### src/rtl/pgr_pkg.sv
package pgr_pkg;

    localparam int DATA_W    = 32;
    localparam int NUM_STEPS = 16;
    localparam int WAIT_MS   = 50;

    localparam logic [31:0] ADR_ENGINE = 32'h0000_0200;
    localparam logic [31:0] ADR_CLAMP  = 32'h0010_A78C;
    localparam logic [31:0] ADR_GATE   = 32'h0002_0004;

    localparam logic [4:0] BIT_GFX_EN   = 5'd12;
    localparam logic [4:0] BIT_BLK_GATE = 5'd27;
    localparam logic [4:0] BIT_CLMP_MSK = 5'd0;
    localparam logic [4:0] BIT_CLMP_VAL = 5'd1;
    localparam logic [4:0] BIT_OVR_EN   = 5'd30;
    localparam logic [4:0] BIT_OVR_VAL  = 5'd31;

    typedef enum logic [1:0] {
        OP_RMW  = 2'd0,
        OP_READ = 2'd1,
        OP_WAIT = 2'd2
    } op_e;

    typedef struct packed {
        op_e         op;
        logic [31:0] addr;
        logic [4:0]  bitpos;
        logic        val;
    } step_t;

    function automatic step_t mk(op_e op, logic [31:0] a, logic [4:0] b, logic v);
        step_t s;
        s.op     = op;
        s.addr   = a;
        s.bitpos = b;
        s.val    = v;
        return s;
    endfunction

    function automatic step_t step_at(logic [3:0] i);
        case (i)
            4'd0:    return mk(OP_RMW,  ADR_ENGINE, BIT_GFX_EN,   1'b0);
            4'd1:    return mk(OP_READ, ADR_ENGINE, 5'd0,         1'b0);
            4'd2:    return mk(OP_RMW,  ADR_ENGINE, BIT_BLK_GATE, 1'b1);
            4'd3:    return mk(OP_WAIT, 32'h0,      5'd0,         1'b0);
            4'd4:    return mk(OP_RMW,  ADR_CLAMP,  BIT_CLMP_VAL, 1'b1);
            4'd5:    return mk(OP_RMW,  ADR_CLAMP,  BIT_CLMP_MSK, 1'b1);
            4'd6:    return mk(OP_RMW,  ADR_CLAMP,  BIT_CLMP_MSK, 1'b0);
            4'd7:    return mk(OP_RMW,  ADR_GATE,   BIT_OVR_VAL,  1'b0);
            4'd8:    return mk(OP_RMW,  ADR_GATE,   BIT_OVR_EN,   1'b1);
            4'd9:    return mk(OP_WAIT, 32'h0,      5'd0,         1'b0);
            4'd10:   return mk(OP_RMW,  ADR_CLAMP,  BIT_CLMP_VAL, 1'b0);
            4'd11:   return mk(OP_RMW,  ADR_CLAMP,  BIT_CLMP_MSK, 1'b1);
            4'd12:   return mk(OP_RMW,  ADR_CLAMP,  BIT_CLMP_MSK, 1'b0);
            4'd13:   return mk(OP_RMW,  ADR_ENGINE, BIT_BLK_GATE, 1'b0);
            4'd14:   return mk(OP_RMW,  ADR_ENGINE, BIT_GFX_EN,   1'b1);
            default: return mk(OP_READ, ADR_ENGINE, 5'd0,         1'b0);
        endcase
    endfunction

    function automatic logic [DATA_W-1:0] put_bit(logic [DATA_W-1:0] w, logic [4:0] b, logic v);
        logic [DATA_W-1:0] m;
        m = {{(DATA_W-1){1'b0}}, 1'b1} << b;
        return (w & ~m) | ({{(DATA_W-1){1'b0}}, v} << b);
    endfunction

endpackage

### src/rtl/pgr_wait_timer.sv
module pgr_wait_timer #(
    parameter int unsigned WAIT_CYCLES = 20
) (
    input  logic clk,
    input  logic rst,
    input  logic go,
    output logic fin,
    output logic running
);
    localparam int CW = (WAIT_CYCLES < 2) ? 1 : $clog2(WAIT_CYCLES);
    localparam logic [CW-1:0] LAST = CW'(WAIT_CYCLES - 1);

    logic [CW-1:0] cnt;
    logic          run_q;

    assign running = run_q;
    assign fin     = run_q && (cnt == LAST);

    always_ff @(posedge clk) begin
        if (rst) begin
            run_q <= 1'b0;
            cnt   <= '0;
        end else if (go) begin
            run_q <= 1'b1;
            cnt   <= '0;
        end else if (run_q) begin
            if (cnt == LAST) begin
                run_q <= 1'b0;
            end else begin
                cnt <= cnt + 1'b1;
            end
        end
    end

    p_fin_running_r8: assert property (@(posedge clk) disable iff (rst)
        fin |=> !running);
endmodule

### src/rtl/pgr_rmw_port.sv
module pgr_rmw_port
    import pgr_pkg::*;
#(
    parameter int ADDR_W = 32
) (
    input  logic              clk,
    input  logic              rst,
    input  logic              go,
    input  step_t             req,
    output logic              fin,
    output logic [ADDR_W-1:0] bus_addr,
    output logic [DATA_W-1:0] bus_wdata,
    output logic              bus_we,
    output logic              bus_re,
    input  logic [DATA_W-1:0] bus_rdata,
    input  logic              bus_ready
);
    typedef enum logic [1:0] { BE_IDLE, BE_RD, BE_WR } be_st_e;

    be_st_e            st;
    logic [ADDR_W-1:0] addr_q;
    logic [DATA_W-1:0] wdata_q;
    logic [4:0]        bit_q;
    logic              val_q;
    logic              rd_only_q;

    assign bus_addr  = addr_q;
    assign bus_wdata = wdata_q;
    assign bus_re    = (st == BE_RD);
    assign bus_we    = (st == BE_WR);
    assign fin       = bus_ready && ((st == BE_WR) || (st == BE_RD && rd_only_q));

    always_ff @(posedge clk) begin
        if (rst) begin
            st        <= BE_IDLE;
            addr_q    <= '0;
            wdata_q   <= '0;
            bit_q     <= '0;
            val_q     <= 1'b0;
            rd_only_q <= 1'b0;
        end else begin
            case (st)
                BE_IDLE: if (go) begin
                    st        <= BE_RD;
                    addr_q    <= req.addr[ADDR_W-1:0];
                    bit_q     <= req.bitpos;
                    val_q     <= req.val;
                    rd_only_q <= (req.op == OP_READ);
                end
                BE_RD: if (bus_ready) begin
                    if (rd_only_q) begin
                        st <= BE_IDLE;
                    end else begin
                        st      <= BE_WR;
                        wdata_q <= put_bit(bus_rdata, bit_q, val_q);
                    end
                end
                BE_WR: if (bus_ready) st <= BE_IDLE;
                default: st <= BE_IDLE;
            endcase
        end
    end

    p_one_strobe_r7: assert property (@(posedge clk) disable iff (rst)
        !(bus_re && bus_we));
    p_hold_req_r7: assert property (@(posedge clk) disable iff (rst)
        ((bus_re || bus_we) && !bus_ready) |=>
            ($stable(bus_addr) && $stable(bus_we) && $stable(bus_re) && $stable(bus_wdata)));
    p_write_after_read_r4: assert property (@(posedge clk) disable iff (rst)
        (bus_re && bus_ready && !rd_only_q) |=> (bus_we && $stable(bus_addr)));
    p_read_only_r6: assert property (@(posedge clk) disable iff (rst)
        (bus_re && bus_ready && rd_only_q) |=> !bus_we);
endmodule

### src/rtl/pgr_seq_ctrl.sv
module pgr_seq_ctrl
    import pgr_pkg::*;
(
    input  logic  clk,
    input  logic  rst,
    input  logic  start,
    input  logic  bus_fin,
    input  logic  tmr_fin,
    output logic  bus_go,
    output logic  tmr_go,
    output step_t cur_step,
    output logic  busy,
    output logic  done
);
    localparam int IW = $clog2(NUM_STEPS);
    localparam logic [IW-1:0] LAST_IDX = IW'(NUM_STEPS - 1);

    typedef enum logic [1:0] { SQ_IDLE, SQ_LAUNCH, SQ_AWAIT } sq_st_e;

    sq_st_e        st;
    logic [IW-1:0] idx;
    logic          fin_any;

    assign cur_step = step_at(4'(idx));
    assign fin_any  = (cur_step.op == OP_WAIT) ? tmr_fin : bus_fin;
    assign bus_go   = (st == SQ_LAUNCH) && (cur_step.op != OP_WAIT);
    assign tmr_go   = (st == SQ_LAUNCH) && (cur_step.op == OP_WAIT);
    assign busy     = (st != SQ_IDLE);

    always_ff @(posedge clk) begin
        if (rst) begin
            st   <= SQ_IDLE;
            idx  <= '0;
            done <= 1'b0;
        end else begin
            done <= 1'b0;
            case (st)
                SQ_IDLE: if (start) begin
                    idx <= '0;
                    st  <= SQ_LAUNCH;
                end
                SQ_LAUNCH: st <= SQ_AWAIT;
                SQ_AWAIT: if (fin_any) begin
                    if (idx == LAST_IDX) begin
                        st   <= SQ_IDLE;
                        done <= 1'b1;
                    end else begin
                        idx <= idx + 1'b1;
                        st  <= SQ_LAUNCH;
                    end
                end
                default: st <= SQ_IDLE;
            endcase
        end
    end

    p_done_idle_r3: assert property (@(posedge clk) disable iff (rst)
        done |-> !busy);
    p_done_single_r3: assert property (@(posedge clk) disable iff (rst)
        done |=> !done);
    p_start_ignored_r2: assert property (@(posedge clk) disable iff (rst)
        (busy && start && !fin_any) |=> (idx == $past(idx)));
    p_go_exclusive_r7: assert property (@(posedge clk) disable iff (rst)
        !(bus_go && tmr_go));
endmodule

### src/rtl/pgr_release_seq.sv
module pgr_release_seq
    import pgr_pkg::*;
#(
    parameter int unsigned CLK_HZ          = 250_000_000,
    parameter int unsigned WAIT_CYCLES_OVR = 0,
    parameter int          ADDR_W          = 32
) (
    input  logic              clk,
    input  logic              rst,
    input  logic              start,
    output logic              busy,
    output logic              done,
    output logic [ADDR_W-1:0] bus_addr,
    output logic [31:0]       bus_wdata,
    output logic              bus_we,
    output logic              bus_re,
    input  logic [31:0]       bus_rdata,
    input  logic              bus_ready
);
    localparam int unsigned DERIVED_WAIT = (CLK_HZ / 1000) * WAIT_MS;
    localparam int unsigned WAIT_CYCLES  = (WAIT_CYCLES_OVR != 0) ? WAIT_CYCLES_OVR : DERIVED_WAIT;

    step_t cur_step;
    logic  bus_go, tmr_go, bus_fin, tmr_fin, tmr_run;

    pgr_seq_ctrl u_ctrl (
        .clk      (clk),
        .rst      (rst),
        .start    (start),
        .bus_fin  (bus_fin),
        .tmr_fin  (tmr_fin),
        .bus_go   (bus_go),
        .tmr_go   (tmr_go),
        .cur_step (cur_step),
        .busy     (busy),
        .done     (done)
    );

    pgr_rmw_port #(.ADDR_W(ADDR_W)) u_port (
        .clk       (clk),
        .rst       (rst),
        .go        (bus_go),
        .req       (cur_step),
        .fin       (bus_fin),
        .bus_addr  (bus_addr),
        .bus_wdata (bus_wdata),
        .bus_we    (bus_we),
        .bus_re    (bus_re),
        .bus_rdata (bus_rdata),
        .bus_ready (bus_ready)
    );

    pgr_wait_timer #(.WAIT_CYCLES(WAIT_CYCLES)) u_timer (
        .clk     (clk),
        .rst     (rst),
        .go      (tmr_go),
        .fin     (tmr_fin),
        .running (tmr_run)
    );

    p_wait_quiet_r8: assert property (@(posedge clk) disable iff (rst)
        tmr_run |-> (!bus_re && !bus_we));
    p_reset_idle_r1: assert property (@(posedge clk)
        $past(rst) |-> (!busy && !done && !bus_re && !bus_we));
    p_strobe_busy_r3: assert property (@(posedge clk) disable iff (rst)
        (bus_re || bus_we) |-> busy);
endmodule

### config.mk
export PLATFORM = sky130hd
export DESIGN_NAME = pgr_release_seq
export DESIGN_NICKNAME = d
export VERILOG_FILES = /design/src/rtl/pgr_pkg.sv /design/src/rtl/pgr_wait_timer.sv /design/src/rtl/pgr_rmw_port.sv /design/src/rtl/pgr_seq_ctrl.sv /design/src/rtl/pgr_release_seq.sv
export SDC_FILE = /design/constraint.sdc
export NUM_CORES = 1
export LEC_CHECK = 0
export BUFFER_PORTS_ARGS = -buffer_cell sky130_fd_sc_hd__buf_2
export CELL_PAD_IN_SITES_DETAIL_PLACEMENT = 0
export CELL_PAD_IN_SITES_GLOBAL_PLACEMENT = 1
export CORE_MARGIN = 5
export CORE_UTILIZATION = 35
export CTS_CLUSTER_DIAMETER = 40
export DETAILED_ROUTE_END_ITERATION = 12
export GPL_TIMING_DRIVEN = 0
export MAX_ROUTING_LAYER = met4
export PLACE_DENSITY = 0.71
export SYNTH_ARGS = -nofsm -noshare
export SYNTH_HDL_FRONTEND = slang
export SYNTH_SLANG_ARGS = --single-unit
### constraint.sdc
create_clock -name clk -period 2.6 [get_ports clk]
set_clock_uncertainty 0.05 [all_clocks]
set_input_delay 0.39 -clock clk [delete_from_list [all_inputs] [get_ports clk]]
set_output_delay 0.39 -clock clk [all_outputs]
set_load 0.05 [all_outputs]
* After elaboration in Yosys (flattened, before gate mapping)
Memories as Yosys holds them, arrays and structs flattened. A register that Yosys moved wholly into a read port is not among the register bits.
Cells that the tools add are included.
** Word-level totals
- Bits in registers :: 105
- Memory bits (read-only) :: 288
- Input port bits :: 36
- Memories :: 1
** Operators by class
- $add $sub $neg :: 2
- Eq/ne operators :: 15
- Shifts and indexed selects :: 2
- Multiplexer cells :: 20
- Bitwise operators :: 7
- Reduce and logical (&&, ||, !) cells :: 18
** Memories
- (no name shown) :: words 16, bits a word 18, rd ports 1, clocked after Yosys merged registers in 1, write ports 0, RTL line pgr_pkg.sv:41 : case (i)
** Operator list (count)
- $and 32x32->32 :: 1
- $not 32->32 :: 1
- $or 32x32->32 :: 1
- $shl 1x5->32 :: 1
- $shl 1x5->32 const A :: 1
- $add 24x1->24 const B :: 1
- $eq 24x24->1 const B :: 1
- $mux 4 :: 5
- $mux 2 :: 6
- $pmux 2 s3 :: 2
- $ne 2x2->1 const B :: 4
- $pmux 4 s2 :: 1
- $eq 2x1->1 const B :: 3
- $eq 2x2->1 const B :: 3
- $mux 1 :: 6
- $ne 2x1->1 const B :: 3
- $reduce_and 2->1 :: 3
- $reduce_and 3->1 :: 2
- $logic_and 1x1->1 :: 5
- $add 4x1->4 const B :: 1
- $eq 4x4->1 const B :: 1
- $logic_not 2->1 :: 2
- $not 1->1 :: 4
- $reduce_and 4->1 :: 1
- other kinds (4) :: 5

* Depth between registers and ports, before layout
- Depth in word-level cells :: 9
- Gate-level depth with buffers :: 13
- Mapped depth without buffers :: 12

* Cells and area by module
Synthesis repeated with hierarchy kept, for this count alone.
** Unflattened totals
- Cell total of the unflattened synthesis :: 679
- Area, all modules :: 5705.5 um^2
** Modules (own cells, without submodules)
- pgr_rmw_port :: times used 1, cells an instance 390, area an instance 3123.0 um^2, seq. area each 1461.4 um^2
- pgr_seq_ctrl :: times used 1, cells an instance 137, area an instance 1296.2 um^2, seq. area each 360.3 um^2
- pgr_wait_timer :: times used 1, cells an instance 152, area an instance 1286.2 um^2, seq. area each 500.5 um^2

* Worst setup path after synthesis
Ideal clock, no wire load.
- Path type :: register to register
- Start point :: register u_port.st[1]
- End point :: register u_ctrl.cur_step[4] (netlist name)
- Library setup time :: 0.118 ns
- Arrival :: 2.899 ns
- Slack :: -0.467 ns
- Stages on the path, launching flop included :: 11
- Path buffers :: 1
- Path through :: dfxtp_1 > nor2b_1 > o211ai_1 > o211a_1 > nand2b_1 > buf_2 > o21ai_0 > inv_1 > ha_1 > mux2_2 > o2bb2ai_1
** RTL lines
- start: declaration :: RTL line pgr_rmw_port.sv:20 : be_st_e st;
- start signal: assignment :: RTL line pgr_rmw_port.sv:35 : st <= BE_IDLE;
- start signal: assignment :: RTL line pgr_rmw_port.sv:44 : st <= BE_RD;
- start signal: assignment :: RTL line pgr_rmw_port.sv:52 : st <= BE_IDLE;
- $eq 2x2->1
- named net bus_we :: RTL line pgr_release_seq.sv:15 : output logic bus_we,
- $logic_or 1x1->1 :: RTL line pgr_rmw_port.sv:31 : assign fin = bus_ready && ((st == BE_WR) || (st == BE_RD && rd_only_q));
- $logic_and 1x1->1 :: RTL line pgr_rmw_port.sv:31
- $mux 1 :: RTL line pgr_seq_ctrl.sv:25 : assign fin_any = (cur_step.op == OP_WAIT) ? tmr_fin : bus_fin;
- $ne 2x1->1 (no line)
- $reduce_and 4->1 (no line)
- $mux 4 (no line) (2 in series)
The timed path passes the listed nets, and every way through them passes these cells.
A chain may end at the register's enable or synchronous reset.

* Final worst setup path
- Start point :: register u_timer.cnt[0]
- End point :: register u_ctrl.cur_step[4] (netlist name)
** On the way
- Longest elaborated chain between the ends :: 7
** RTL lines
- start: declaration :: RTL line pgr_wait_timer.sv:13 : logic [CW-1:0] cnt;
- start signal: assignment :: RTL line pgr_wait_timer.sv:30 : cnt <= cnt + 1'b1;
- $eq 24x24->1 :: RTL line pgr_wait_timer.sv:17 : assign fin = run_q && (cnt == LAST);
- $logic_and 1x1->1 :: RTL line pgr_wait_timer.sv:17
- $mux 1 :: RTL line pgr_seq_ctrl.sv:25
- $ne 2x1->1 (no line)
- $reduce_and 4->1 (no line)
- $mux 4 (no line) (2 in series)
No other way between the ends.

==> impl_results.md <==
- Antenna violations before repair: 0
- Die Y: 119.3 microns
- # DRC: 0
- Placed cell count: 738
- CTS clk-pin slew, worst paths: 60 ps
- Vias in the first global route: 3418
- Total GRT Usage: 14.40%
- Global-route wire length before repair: 16.53 mm
- Async set-or-reset flop fraction in the synthesized netlist: 0%
- Final number of hold-violating endpoints: 0
- FMAX: 405.0 MHz
- GRT overflow: 0
- Pre-CTS setup slack: -378.3 ps
- TritonRoute pass-1 iters: 4
- HPWL Detailed: 7.338 mm
- Worst EP required: 2760 ps
- Crit path time final: 2469 ps
- Full die area: 14230 sq um
- Clk sinks: 87
- Final worst slack: 131.1 ps
- Mapped Area: 4179 sq um
- Root Buffer: clkbuf_16
- Final GP Congestion: 0.8352
- VDD IR-drop max: 0.3096 mV
- Clock Latency Late Sink: 330 ps
- Flop and latch count out of synthesis: 87
- Slew HR: 55.98%
- Crit path from: u_timer.cnt[0]
- Register area share after synthesis: 41.68%
- HP Class: input port to flop
- Num rows: 40
- Max Cap Viol: 0
- CTS buffer count: 9
- Final setup viols: 0
- Largest net degree at the start of global routing: 13
- Power per Cell Area: 591.8 nW/um^2
- Fill cell count: 1202
- H-tree levels: 3
- Post-route ant nets: 0
- CTS Buffer Depth: 2
- Outcome: finished clean
- Most frequent cells in the layout: 82 x dfxtp_1, 80 x buf_2, 64 x nor2_1
- Setup TNS: 0 ps
- Non-Filler Instances: 761
- P&R area growth vs syn: 27.43%
- Avg Cell Area, Syn: 8.529 sq um
- Ports: 104
- Hold Startpoint: bus_rdata[17]
- Most common flop cell mapped by yosys: dfxtp_1
- Final cycle utilization of the critical path: 94.96%
- Crit Path Class: flop to flop
- Netlist cell types: 55
- WP data arrival: 2630 ps
- Slew Limit Fails: 0
- CTS tree: done
- Core Box Area: 11860 sq um
- Yosys warnings: 0
- Startpoint Class: flop
- Hold_buf cts: 0
- Multi-input gate area: 2236 sq um
- Register area: 1753 sq um
- Die Width: 119.3 microns
- Leading cell type in the layout, fill and taps excluded: dfxtp_1
- Leak: 2.304 nW
- EDFF count, synth: 0
- Routed WL per cell: 12.98 microns
- Routed WL: 9.878 mm
- PortBufs: 80
- Average via count per standard cell: 4.770
- Reg2reg start: u_timer.cnt[0]
- Mapped Cells: 490
- # diodes: 0
- Starting Density: 35.23%
- Worst slew pin tran: 660.4 ps
- Layout cells sized above 1: 26.71%
- Crit Path Max Fanout: 8
- Unrepaired setup endpoints after global routing: false
- DR vias: 3630
- Nets: 655
- DR iter-0 viols: 259
- CP Capture Type: flop
==> report_power, final <==
part           internal [W]  total (W)  switching [W]
Sequential          0.00137    0.00140      0.0000248
Clock              0.000781    0.00126       0.000481
Combinational      0.000165   0.000492       0.000327
==> registers in the layout, summed over array words and instances, names as in the netlist <==
signal and count:
u_port.bus_wdata 32, u_ctrl.st 2, u_port.st 2, u_ctrl.idx 4, u_ctrl.done 1, u_port.bus_addr 4, u_timer.running 1, u_port.val_q 1
u_ctrl.cur_step 11, u_port.rd_only_q 1, u_port.bit_q 4, u_timer.cnt 24
==> stage by stage <==
stage	area (sq um)	power [W]	hold slack (ps)	util [%]
floorplan	4265	0.001782	386.5	-
global placement	4850	0.001881	389.3	40.89
detailed placement	4850	0.001884	395.7	40.89
CTS	5197	0.003167	234.1	43.82
global route	5325	0.003297	238.0	44.89
finish	5325	0.003151	246.5	44.89
==> critical path, stage by stage (launching register included) <==
cell and delay, ps:
dfxtp_4 360, ha_4 130, nor4b_4 190, nand4_2 160
o211a_1 250, nand2b_4 150, buf_8 140, mux2_4 330
ha_4 210, mux2_2 260, o2bb2ai_2 120
==> cell type report <==
class                   count  share of cell area [%]
inverters                  11                  0.7754
multi-input cells         358                   41.99
plain buffers              55                   6.555
repair buffers             90                   8.929
clock buffers              12                   4.817
flip-flops and latches     87                   32.92
clock inverters             1                  0.5639
well taps                 147                   3.454
==> final timing paths <==
path                                        endpoint  slack (ps)  cells past startpoint
worst min register to register   u_port.bus_wdata[3]         400                      2
worst max register to register    u_ctrl.cur_step[4]         130                     10
worst max-delay path              u_ctrl.cur_step[4]         130                     10
worst min-delay path            u_port.bus_wdata[17]         250                      3
==> metal layers <==
metal	vias to the layer above	wire length, microns	GRT usage (%)
met5	-	0	-
met4	0	114	4.562
li1	1863	-	-
met2	98	4477	21.41
met3	8	511	3.324
met1	1661	4774	19.42
==> synthesized netlist by cell type (3+ instances only) <==
cell type / instances / area [sq um]
nor2_1: 65 / 244.0
or3_1: 3 / 18.77
mux2i_1: 27 / 270.3
a311oi_1: 9 / 78.83
nand2b_1: 11 / 68.82
nand4_1: 5 / 31.28
dfxtp_1: 87 / 1742
xor2_1: 15 / 131.4
a21oi_1: 25 / 125.1
xnor2_1: 7 / 61.31
o21ai_0: 15 / 75.07
and3_1: 4 / 25.02
buf_6: 3 / 33.78
clkbuf_1: 20 / 75.07
buf_4: 28 / 210.2
mux2_2: 3 / 33.78
ha_1: 7 / 87.58
nand2_1: 61 / 229.0
nand3_1: 11 / 55.05
and4_1: 5 / 43.79
a211oi_1: 7 / 52.55
nor2b_1: 11 / 68.82
nand3b_1: 3 / 22.52
nor3_1: 11 / 55.05
inv_1: 10 / 37.54
==> what timing repair did <==
action                     CTS  global route
gates resized for setup      8            21
hold endpoints to repair     0             0
setup buffers                4             6
pin swaps                    3             5
setup endpoints to repair    9            11
==> cell families (layout without fill, tap and decap cells) <==
| family | count (synthesis) | in the layout | share of synthesized area [%] |
|---|---|---|---|
| mux | 31 | 31 | 7.635 |
| xor+xnor | 22 | 22 | 4.611 |
| compound gates | 75 | 75 | 11.83 |
| buf+inv | 66 | 169 | 9.042 |
| fa+ha+maj | 7 | 7 | 2.096 |
| flops | 87 | 87 | 41.68 |
| other cells | 1 | 22 | 0.08973 |
| simple gates | 201 | 201 | 23.02 |
Power figures use the tool's default switching activity.
